### config.mk
export PLATFORM = sky130hd
export DESIGN_NAME = hash_front
export DESIGN_NICKNAME = d
export VERILOG_FILES = /design/src/rtl/hfe_pkg.sv /design/src/rtl/hfe_softreset.sv /design/src/rtl/hfe_blockbuf.sv /design/src/rtl/hfe_stub_core.sv /design/src/rtl/hash_front.sv
export SDC_FILE = /design/constraint.sdc
export NUM_CORES = 2
export LEC_CHECK = 0
export BUFFER_PORTS_ARGS = -buffer_cell sky130_fd_sc_hd__buf_2
export CORE_MARGIN = 4
export CORE_UTILIZATION = 55
export DETAILED_ROUTE_END_ITERATION = 10
export GPL_TIMING_DRIVEN = 1
export HOLD_SLACK_MARGIN = 0.06
export PLACE_DENSITY_LB_ADDON = 0.05
export SYNTH_ARGS = -nofsm -noshare
export SYNTH_HDL_FRONTEND = slang
export SYNTH_SLANG_ARGS = --single-unit
### constraint.sdc
create_clock -name clk -period 6.6 [get_ports clk]
set_input_delay 0.99 -clock clk [delete_from_list [all_inputs] [get_ports clk]]
set_output_delay 0.99 -clock clk [all_outputs]
set_load 0.03 [all_outputs]
### src/rtl/hfe_pkg.sv
package hfe_pkg;
  localparam int WORD_W    = 32;
  localparam int BLK_WORDS = 16;
  localparam int DIG_WORDS = 8;
  localparam int ADDR_W    = 6;
  localparam int MODE_W    = 5;
  localparam int IDX_W     = $clog2(BLK_WORDS);
  localparam int CNT_W     = $clog2(BLK_WORDS + 1);

  typedef logic [WORD_W-1:0]    word_t;
  typedef word_t [BLK_WORDS-1:0] blk_t;
  typedef word_t [DIG_WORDS-1:0] dig_t;

  typedef enum logic [1:0] {ST_IDLE, ST_LOAD, ST_BUSY, ST_DONE} seq_state_t;

  localparam word_t KEY_PAD = 32'h3636_3636;

  localparam logic [ADDR_W-1:0] A_CFG  = 6'h00;
  localparam logic [ADDR_W-1:0] A_STAT = 6'h01;
  localparam logic [ADDR_W-1:0] A_MODE = 6'h02;
  localparam logic [ADDR_W-1:0] A_LEN  = 6'h03;
  localparam logic [ADDR_W-1:0] A_DCNT = 6'h04;

  localparam int MB_CLOSE = 3;
  localparam int MB_KEY   = 4;

  // visible digest words per algorithm code, 0 = invalid code
  function automatic logic [3:0] algo_words(input logic [2:0] code);
    case (code)
      3'd0:    algo_words = 4'd4;
      3'd1:    algo_words = 4'd5;
      3'd2:    algo_words = 4'd7;
      3'd3:    algo_words = 4'd8;
      default: algo_words = 4'd0;
    endcase
  endfunction
endpackage

### src/rtl/hfe_softreset.sv
module hfe_softreset #(
  parameter int RST_CYCLES = 4
) (
  input  logic clk,
  input  logic rst_n,
  input  logic trig,
  output logic srst,
  output logic done
);
  localparam int CW = $clog2(RST_CYCLES + 1);

  logic          busy_q, busy_d;
  logic [CW-1:0] cnt_q, cnt_d;

  always_comb begin
    busy_d = busy_q;
    cnt_d  = cnt_q;
    if (busy_q) begin
      if (cnt_q == '0) busy_d = 1'b0;
      else             cnt_d  = cnt_q - 1'b1;
    end else if (trig) begin
      busy_d = 1'b1;
      cnt_d  = CW'(RST_CYCLES - 1);
    end
  end

  always_ff @(posedge clk or negedge rst_n) begin
    if (!rst_n) begin
      busy_q <= 1'b0;
      cnt_q  <= '0;
    end else begin
      busy_q <= busy_d;
      cnt_q  <= cnt_d;
    end
  end

  assign srst = busy_q;
  assign done = !busy_q;

  // an accepted trigger drops reset-done on the following cycle
  p_trig_drops_done_r1: assert property (@(posedge clk) disable iff (!rst_n)
    (trig && !busy_q) |=> !done)
    else $error("p_trig_drops_done_r1");
endmodule

### src/rtl/hfe_blockbuf.sv
module hfe_blockbuf
  import hfe_pkg::*;
(
  input  logic             clk,
  input  logic             rst_n,
  input  logic             clr,
  input  logic             we,
  input  logic [IDX_W-1:0] idx,
  input  word_t            wdata,
  output blk_t             blk,
  output logic [CNT_W-1:0] cnt
);
  blk_t             blk_q, blk_d;
  logic [CNT_W-1:0] cnt_q, cnt_d;

  always_comb begin
    blk_d = blk_q;
    cnt_d = cnt_q;
    if (clr) begin
      blk_d = '0;
      cnt_d = '0;
    end else if (we) begin
      blk_d[idx] = wdata;
      cnt_d      = cnt_q + 1'b1;
    end
  end

  always_ff @(posedge clk or negedge rst_n) begin
    if (!rst_n) begin
      blk_q <= '0;
      cnt_q <= '0;
    end else begin
      blk_q <= blk_d;
      cnt_q <= cnt_d;
    end
  end

  assign blk = blk_q;
  assign cnt = cnt_q;

  // a block never holds more than its word count
  p_cnt_bound_r4: assert property (@(posedge clk) disable iff (!rst_n)
    cnt_q <= CNT_W'(BLK_WORDS))
    else $error("p_cnt_bound_r4");
endmodule

### src/rtl/hfe_stub_core.sv
module hfe_stub_core
  import hfe_pkg::*;
#(
  parameter int LAT = 6
) (
  input  logic             clk,
  input  logic             rst_n,
  input  logic             clr,
  input  logic             go,
  input  logic             op_key,
  input  logic             init,
  input  blk_t             blk,
  input  logic             key_we,
  input  logic [IDX_W-1:0] key_idx,
  input  word_t            key_wdata,
  output dig_t             dig,
  output blk_t             key,
  output logic             busy,
  output logic             done
);
  localparam int CW = (LAT > 1) ? $clog2(LAT) : 1;

  logic          busy_q, busy_d;
  logic          op_q, op_d;
  logic [CW-1:0] cnt_q, cnt_d;
  dig_t          dig_q, dig_d, mixed;
  blk_t          key_q, key_d, padded;

  generate
    for (genvar g = 0; g < DIG_WORDS; g++) begin : g_mix
      assign mixed[g] = {dig_q[g][WORD_W-2:0], dig_q[g][WORD_W-1]}
                        ^ blk[g] ^ blk[g + DIG_WORDS];
    end
    for (genvar g = 0; g < BLK_WORDS; g++) begin : g_pad
      assign padded[g] = key_q[g] ^ KEY_PAD;
    end
  endgenerate

  assign done = busy_q && (cnt_q == '0);

  always_comb begin
    busy_d = busy_q;
    op_d   = op_q;
    cnt_d  = cnt_q;
    dig_d  = dig_q;
    key_d  = key_q;
    if (busy_q) begin
      if (cnt_q == '0) busy_d = 1'b0;
      else             cnt_d  = cnt_q - 1'b1;
    end else if (go) begin
      busy_d = 1'b1;
      op_d   = op_key;
      cnt_d  = CW'(LAT - 1);
    end
    if (init)               dig_d = '0;
    else if (done && !op_q) dig_d = mixed;
    if (key_we)             key_d[key_idx] = key_wdata;
    else if (done && op_q)  key_d = padded;
    if (clr) begin
      busy_d = 1'b0;
      op_d   = 1'b0;
      cnt_d  = '0;
      dig_d  = '0;
      key_d  = '0;
    end
  end

  always_ff @(posedge clk or negedge rst_n) begin
    if (!rst_n) begin
      busy_q <= 1'b0;
      op_q   <= 1'b0;
      cnt_q  <= '0;
      dig_q  <= '0;
      key_q  <= '0;
    end else begin
      busy_q <= busy_d;
      op_q   <= op_d;
      cnt_q  <= cnt_d;
      dig_q  <= dig_d;
      key_q  <= key_d;
    end
  end

  assign dig  = dig_q;
  assign key  = key_q;
  assign busy = busy_q;

  // the sequencer only launches an idle engine
  p_go_when_idle_r4: assert property (@(posedge clk) disable iff (!rst_n)
    go |-> !busy_q)
    else $error("p_go_when_idle_r4");
endmodule

### src/rtl/hash_front.sv
module hash_front
  import hfe_pkg::*;
#(
  parameter int CORE_LAT   = 6,
  parameter int RST_CYCLES = 4
) (
  input  logic              clk,
  input  logic              rst_n,
  input  logic              bus_valid,
  input  logic              bus_write,
  input  logic [ADDR_W-1:0] bus_addr,
  input  logic [31:0]       bus_wdata,
  output logic [31:0]       bus_rdata,
  output logic              ctx_ready,
  output logic              in_ready,
  output logic              out_ready
);
  seq_state_t        state_q, state_d;
  logic [MODE_W-1:0] mode_q, mode_d;
  word_t             len_q, len_d, total_q, total_d, dcnt_q, dcnt_d;
  logic              opk_q, opk_d;

  logic             srst, rst_done;
  blk_t             blk, key;
  dig_t             dig;
  logic [CNT_W-1:0] blk_cnt;
  logic             core_busy, core_done;

  // address decode
  logic is_cfg, is_mode, is_len, is_dcnt, is_data, is_dig, is_key;
  assign is_cfg  = bus_addr == A_CFG;
  assign is_mode = bus_addr == A_MODE;
  assign is_len  = bus_addr == A_LEN;
  assign is_dcnt = bus_addr == A_DCNT;
  assign is_data = bus_addr[5:4] == 2'b01;
  assign is_dig  = bus_addr[5:3] == 3'b100;
  assign is_key  = bus_addr[5:4] == 2'b11;

  logic ctx_rdy, in_rdy, out_rdy, wr;
  assign ctx_rdy = (state_q == ST_IDLE) || (state_q == ST_DONE);
  assign in_rdy  = state_q == ST_LOAD;
  assign out_rdy = state_q == ST_DONE;
  assign wr      = bus_valid && bus_write && !srst;

  logic mode_we, len_we, key_we, dcnt_we, data_we, soft_trig;
  assign mode_we   = wr && is_mode && ctx_rdy;
  assign len_we    = wr && is_len  && ctx_rdy;
  assign key_we    = wr && is_key  && ctx_rdy;
  assign dcnt_we   = wr && is_dcnt && ctx_rdy;
  assign data_we   = wr && is_data && in_rdy;
  assign soft_trig = bus_valid && bus_write && is_cfg && bus_wdata[0];

  logic algo_ok, len_zero, key_start, hash_start, last_word, core_go;
  assign algo_ok    = algo_words(mode_q[2:0]) != 4'd0;
  assign len_zero   = bus_wdata == '0;
  assign key_start  = len_we && algo_ok && mode_q[MB_KEY] && len_zero;
  assign hash_start = len_we && algo_ok && !key_start
                      && (mode_q[MB_CLOSE] || (bus_wdata[5:0] == 6'd0));
  assign last_word  = data_we && ((blk_cnt == CNT_W'(BLK_WORDS - 1))
                      || ({1'b0, total_q} + 33'd4 >= {1'b0, len_q}));
  assign core_go    = key_start || (hash_start && len_zero) || last_word;

  // next-state logic
  always_comb begin
    state_d = state_q;
    mode_d  = mode_q;
    len_d   = len_q;
    total_d = total_q;
    dcnt_d  = dcnt_q;
    opk_d   = opk_q;
    if (mode_we) mode_d = bus_wdata[MODE_W-1:0];
    if (len_we)  len_d  = bus_wdata;
    if (dcnt_we)                dcnt_d = bus_wdata;
    else if (core_done && !opk_q) dcnt_d = dcnt_q + 32'({blk_cnt, 2'b00});
    case (state_q)
      ST_IDLE, ST_DONE: begin
        if (key_start) begin
          opk_d   = 1'b1;
          state_d = ST_BUSY;
        end else if (hash_start) begin
          opk_d   = 1'b0;
          total_d = '0;
          state_d = len_zero ? ST_BUSY : ST_LOAD;
        end
      end
      ST_LOAD: begin
        if (data_we)   total_d = total_q + 32'd4;
        if (last_word) state_d = ST_BUSY;
      end
      ST_BUSY: begin
        if (core_done) state_d = (opk_q || (total_q >= len_q)) ? ST_DONE : ST_LOAD;
      end
      default: state_d = ST_IDLE;
    endcase
    if (srst) begin
      state_d = ST_IDLE;
      mode_d  = '0;
      len_d   = '0;
      total_d = '0;
      dcnt_d  = '0;
      opk_d   = 1'b0;
    end
  end

  always_ff @(posedge clk or negedge rst_n) begin
    if (!rst_n) begin
      state_q <= ST_IDLE;
      mode_q  <= '0;
      len_q   <= '0;
      total_q <= '0;
      dcnt_q  <= '0;
      opk_q   <= 1'b0;
    end else begin
      state_q <= state_d;
      mode_q  <= mode_d;
      len_q   <= len_d;
      total_q <= total_d;
      dcnt_q  <= dcnt_d;
      opk_q   <= opk_d;
    end
  end

  hfe_softreset #(.RST_CYCLES(RST_CYCLES)) u_rst (
    .clk  (clk),
    .rst_n(rst_n),
    .trig (soft_trig),
    .srst (srst),
    .done (rst_done)
  );

  hfe_blockbuf u_buf (
    .clk  (clk),
    .rst_n(rst_n),
    .clr  (srst || core_done || hash_start),
    .we   (data_we),
    .idx  (bus_addr[IDX_W-1:0]),
    .wdata(bus_wdata),
    .blk  (blk),
    .cnt  (blk_cnt)
  );

  hfe_stub_core #(.LAT(CORE_LAT)) u_core (
    .clk      (clk),
    .rst_n    (rst_n),
    .clr      (srst),
    .go       (core_go),
    .op_key   (key_start),
    .init     (hash_start),
    .blk      (blk),
    .key_we   (key_we),
    .key_idx  (bus_addr[IDX_W-1:0]),
    .key_wdata(bus_wdata),
    .dig      (dig),
    .key      (key),
    .busy     (core_busy),
    .done     (core_done)
  );

  // read mux
  always_comb begin
    bus_rdata = '0;
    if (bus_valid && !bus_write) begin
      if (bus_addr == A_STAT)
        bus_rdata = {28'd0, out_rdy, in_rdy, ctx_rdy, rst_done};
      else if (is_mode) bus_rdata = 32'(mode_q);
      else if (is_len)  bus_rdata = len_q;
      else if (is_dcnt) bus_rdata = dcnt_q;
      else if (is_dig) begin
        if ({1'b0, bus_addr[2:0]} < algo_words(mode_q[2:0]))
          bus_rdata = dig[bus_addr[2:0]];
      end else if (is_key) bus_rdata = key[bus_addr[IDX_W-1:0]];
    end
  end

  assign ctx_ready = ctx_rdy;
  assign in_ready  = in_rdy;
  assign out_ready = out_rdy;

  // a result appears only on an engine completion
  p_out_after_core_r11: assert property (@(posedge clk) disable iff (!rst_n)
    $rose(out_rdy) |-> $past(core_done))
    else $error("p_out_after_core_r11");

  // input-ready only falls on a block handover or a soft reset
  p_in_fall_r4: assert property (@(posedge clk) disable iff (!rst_n)
    $fell(in_rdy) |-> ($past(last_word) || $past(srst)))
    else $error("p_in_fall_r4");

  // an invalid algorithm code leaves the sequencer where it was
  p_bad_algo_r7: assert property (@(posedge clk) disable iff (!rst_n)
    (len_we && !algo_ok) |=> (state_q == $past(state_q)) && !core_busy)
    else $error("p_bad_algo_r7");

  // a misaligned length without close never opens the input window
  p_misaligned_r6: assert property (@(posedge clk) disable iff (!rst_n)
    (len_we && algo_ok && !mode_q[MB_CLOSE] && !mode_q[MB_KEY]
     && (bus_wdata[5:0] != 6'd0)) |=> !in_rdy)
    else $error("p_misaligned_r6");

  // data writes outside the input window phase leave the buffer count alone
  p_data_ignored_r4: assert property (@(posedge clk) disable iff (!rst_n)
    (bus_valid && bus_write && is_data && !in_rdy && !core_done && !srst && !hash_start)
    |=> $stable(blk_cnt))
    else $error("p_data_ignored_r4");
endmodule

# After elaboration in Yosys (flattened, before gate mapping)
# Index checks and enable logic that the tools add are counted.
# totals
ff_bits	1398
latchBits	0
mem_bits_rw	0
mem_bits_ro	0
input_bits	42
output_inout_bits	35
wordCells	277
n_memories	0
# classes
n_addsub	6
multipliers	0
n_div	0
magnitude_cmp	6
n_eq_ne	23
shifts	0
n_mux	74
bitwise	32
n_reduce_logical	68
# ops
op	n
$mux W512	4
$bwmux W512	2
$mux W256	3
$mux W32	20
$xor A32 B32 Y32	16
$mux W510	1
$not A16 Y16	16
$bmux W32 S4	1
$demux W32 S4	1
$bmux W32 S3	1
$pmux W32 S2	1
$add A32 B3 Y33 const B	1
$ge A33 B32 Y1	1
$add A32 B3 Y32 const B	1
$add A32 B7 Y32	1
$ge A32 B32 Y1	1
$logic_not A32 Y1	1
$logic_and A1 B1 Y1	27
$mux W4	6
$mux W3	7
$mux W5	4
$reduce_bool A3 Y1	6
$pmux W4 S4	1
$mux W1	14
33 further kinds	72

# Depth between registers and ports, before layout
# logic_depth
ltp_word	16
mapped_depth	14
ltp_nobuf	14

# Cells and area by module
# A second synthesis with hierarchy kept.
# unflattened
cells_unflattened	5996
area_unflattened_um2	71861.4
# by_module_without_submodules
module	instances	cells_per_inst	area_each_um2	seq_area_each_um2
hfe_stub_core	1	2826	35232.5	19343.6
hfe_blockbuf	1	1800	22589.2	12937.4
hash_front	1	1350	13834.5	2552.4
hfe_softreset	1	20	205.2	100.1

# Worst setup path before layout
# OpenSTA, ideal clock, no wires.
# synth_path
path_kind	in2out
startpoint	in bus_addr[0]
endpoint	out bus_rdata[30]
arrival_time_ns	3.293
setup_slack_ns	2.317
cell_stages	9
n_path_buf	5
path_cell_list	buf_2 > buf_2 > buf_2 > buf_4 > nand3_1 > nor3_2 > clkbuf_1 > a222oi_1 > a21oi_1
# synth_via
elab_chain_cells	9
word_cells_on_any_way	17
# synth_lines
element	line	text
start: declaration	hash_front.sv:11	input logic [ADDR_W-1:0] bus_addr,
$bmux W32 S4 / $bmux W32 S3 (equally long branches)	hash_front.sv:171, hash_front.sv:170	
$mux W32 (on tied branches)	hash_front.sv:171, hash_front.sv:170	
$mux W32 (on tied branches)	hash_front.sv:171, hash_front.sv:169	
$mux W32	hash_front.sv:168	else if (is_dig) begin
$mux W32	hash_front.sv:167	else if (is_dcnt) bus_rdata = dcnt_q;
$mux W32	hash_front.sv:166	else if (is_len) bus_rdata = len_q;
$mux W32	hash_front.sv:165	else if (is_mode) bus_rdata = 32'(mode_q);
$mux W32 *	hash_front.sv:163	if (bus_addr == A_STAT)
$mux W32 *	hash_front.sv:162	if (bus_valid && !bus_write) begin
end: declaration	hash_front.sv:13	output logic [31:0] bus_rdata,
# Every way passes the cells marked *; elsewhere a longest branch is shown, timed or not. The select of a mux whose other input is x is not followed.

# Final worst setup path
# layout_path
startpoint	in bus_addr[0]
endpoint	out bus_rdata[25]
# Same word-level chain as after synthesis.

==> results.py <==
metrics = {
    "job": {
        "drv_cap": 0,
    },
    "synthesis": {
        "ys_seq_area_share_pct": 47.11,
        "yosysWarnings": 0,
        "synth.top_cells.by_count": "2,174 x nand2_1, 1,396 x dfrtp_1, 923 x a21oi_1, 868 x nor2_1, 771 x o21ai_0",
        "synth.cell_area_um2": 74160,
        "synth_xor_area_share_pct": 6.708,
        "synth-simple-area-share_pct": 16.95,
        "yosysUniqueCellTypes": 67,
        "synth-main-ff-cell": "dfrtp_1",
        "synth_edf_count": 0,
        "synth.largest_area_cell": "dfrtp_1",
        "synth_top_family_by_area": "simple AND/OR/NAND/NOR gates",
        "synth_top_area_share_pct": 47.11,
        "syn-num-nets": 8525,
        "synthAdderAreaFrac_pct": 1.343,
        "async_flop_share_pct": 100.0,
        "synth-seq-cells": 1396,
        "ys_top_cells_by_area": "dfrtp_1 47%, nand2_1 11%, mux4_2 6.8%",
        "postSynthCellCount": 8404,
        "avgSynthCellArea_um2": 8.824,
        "synthMuxAreaShare_pct": 7.343,
        "synth-compound-area-share_pct": 16.37,
        "yosysMostFrequentCell": "nand2_1",
    },
    "setup_path": {
        "cpMostUsedCell": "mux4_2",
        "path_class": "input port to primary output",
        "worstSetupStartpointType": "input port",
        "cp.required_ps": 5610,
        "cp_max_fo": 67,
        "crit_slowest_cell": "mux4_2",
        "endpoint_kind": "primary output",
        "path_cells": "buf_8 -> buf_4 -> mux4_2 -> mux4_2 -> a222oi_1 -> a21oi_1 -> buf_2",
        "slowest_delay_ps": 580,
        "arrival_ps": 4430,
    },
    "floorplanning": {
        "die_h_um": 375.2,
        "core-area_um2": 133600,
        "die-area_um2": 140800,
        "initial_core_util_pct": 55.50,
        "fp.dieW_um": 375.2,
        "io-pin-count": 77,
        "row_count": 134,
    },
    "clock_network": {
        "cts_sinks": 1396,
        "htree_levels": 4,
        "cts_made_buffers": 156,
        "cts_hold_buf": 0,
        "cts-resized-gates": 0,
        "insertion_delay_ps": 790,
        "cts_max_path_buffers": 3,
        "clockRootBuffer": "clkbuf_16",
        "postCtsSetupRepairBufs": 0,
        "cts_tree": "done",
        "clk_pin_slew_ps": 60,
    },
    "hold_path": {
        "hold_path.class": "input port to asynchronous set/reset pin",
    },
    "timing": {
        "worst_slew_margin_rel_pct": 10.42,
        "period_share_pct": 82.16,
        "rsz0062_at_grt": "no",
        "max_freq_mhz": 184.4,
        "setup_ws_ps": 1178,
        "worst_pin_slew_ps": 1344,
        "finClkSkew_ps": 29.95,
        "hold_viol_final": 0,
        "finalCriticalPeriod_ps": 5422,
        "fin_tns_setup_ps": 0,
        "slew_viol_final": 0,
        "finalSetupViolations": 0,
    },
    "drt": {
        "drtAntennaViolNets": 0,
        "drt_drc_violations_left": 0,
        "drt_first_iter_violations": 7366,
        "wl_per_cell_um": 25.59,
        "firstDrtPassIters": 7,
        "vias": 62499,
        "wl_um": 255800,
        "vias_per_cell": 6.252,
    },
    "global_route": {
        "antenna_found_initial": 14,
        "grt.total_usage_pct": 36.13,
        "grt_pass1_vias": 59484,
        "grt_overflow": 0,
        "grt_max_degree": 187,
        "grt_pass1_wl_um": 385200,
    },
    "placement": {
        "dp_hpwl_um": 153000,
        "dp.cells": 9720,
        "port_buffers": 76,
        "place_congestion": 0.9061,
        "preCtsSetupSlack_ps": 1276,
    },
    "final_layout": {
        "finalNonFillerCells": 9997,
        "final_util_pct": 60.44,
        "nets": 8231,
        "area_growth_syn_to_layout_pct": 8.904,
        "drive_above_1_share_pct": 12.17,
    },
    "power_and_ir_drop": {
        "p_total_uw": 31520,
        "powerDensity_nw_per_um2": 390.3,
        "peakVddDrop_v": 0.0002699,
        "p_leak_uw": 0.03437,
    },
    "status": {
        "status": "finished clean",
    },
}
## critical path: cells and delay by family
| kind | cells | cell delay [ps] |
|---|---|---|
| compound gates | 2 | 900 |
| buf+inv | 3 | 1290 |
| mux | 2 | 1130 |
## flip-flops by register name, indices dropped and copies added (netlist names)
name / flops
mode_q: 5
len_q: 32
u_core.op_q: 1
opk_q: 1
u_rst.cnt_q: 3
total_q: 30
u_core.cnt_q: 3
dcnt_q: 32
u_rst.srst: 1
u_core.key: 512
u_buf.blk: 512
state_q: 2
u_core.dig: 256
u_buf.cnt: 5
u_core.busy: 1
## placed cells by master, fill, tap and decap left out, types with 34 or more instances in the layout
| master | n |
|---|---|
| buf_2 | 72 |
| dfrtp_1 | 1395 |
| ha_1 | 78 |
| clkbuf_8 | 34 |
| xor2_1 | 273 |
| inv_1 | 51 |
| a21oi_2 | 200 |
| buf_4 | 140 |
| o21ai_0 | 771 |
| mux4_2 | 224 |
| nor2_1 | 839 |
| nand2_1 | 2155 |
| nand3_1 | 48 |
| a22oi_1 | 75 |
| clkbuf_1 | 42 |
| a21oi_1 | 923 |
| xnor2_1 | 295 |
| clkbuf_16 | 158 |
## worst paths after layout
path	startpoint	to	slack (ps)	cells past startpoint
min in group clk	u_rst.cnt_q[0]	u_rst.cnt_q[0]	470	1
max reg2reg	total_q[2]	u_core.cnt_q[1]	2000	14
max	bus_addr[0]	bus_rdata[25]	1180	7
max in group asynchronous	rst_n	u_buf.blk[320]	4780	2
min	rst_n	total_q[14]	230	1
min reg2reg	u_rst.cnt_q[0]	u_rst.cnt_q[0]	470	1
## cells by family (layout without fill, tap and decap cells)
| kind of cell | after synthesis | after routing |
|---|---|---|
| xor+xnor | 568 | 568 |
| simple gates | 3226 | 3226 |
| fa+ha+maj | 79 | 79 |
| mux | 260 | 260 |
| buf+inv | 740 | 562 |
| other cells | 0 | 3 |
| compound gates | 2135 | 2135 |
| flops | 1396 | 1396 |
## layer usage
metal / wire (µm) / vias up / global-route usage, % / part of all wire [%]
li1: - / 27670 / - / -
met1: 105100 / 31040 / 51.28 / 41
met2: 111300 / 3097 / 53.24 / 44
met3: 27140 / 678 / 9.053 / 11
met4: 12190 / 14 / 15.20 / 4.8
met5: 99 / - / 0 / 0.039
## metrics by stage
stage | hold slack, ps | cell area (µm²)
2_1_floorplan | 439.6 | 74160
3_3_place_gp | 454.4 | 75680
3_5_place_dp | 467.5 | 75680
4_1_cts | 248.4 | 80750
5_1_grt | 276.0 | 80750
6_report | 233.8 | 80760
## layout make-up
type / count / area (µm²)
antenna: 3 / 7.507
clock buffer: 234 / 4579
clock inverter: 40 / 494.2
fill: 11440 / 52870
inverter: 52 / 200.2
multi-input combinational: 6268 / 36450
sequential: 1396 / 34940
tap: 1768 / 2212
timing repair buffer: 236 / 1882
## power breakdown
part	internal (µW)	switching, µW
Combinational	3910	4680
Clock	5070	3700
Sequential	11200	3000
Power figures use the tool's default switching activity.
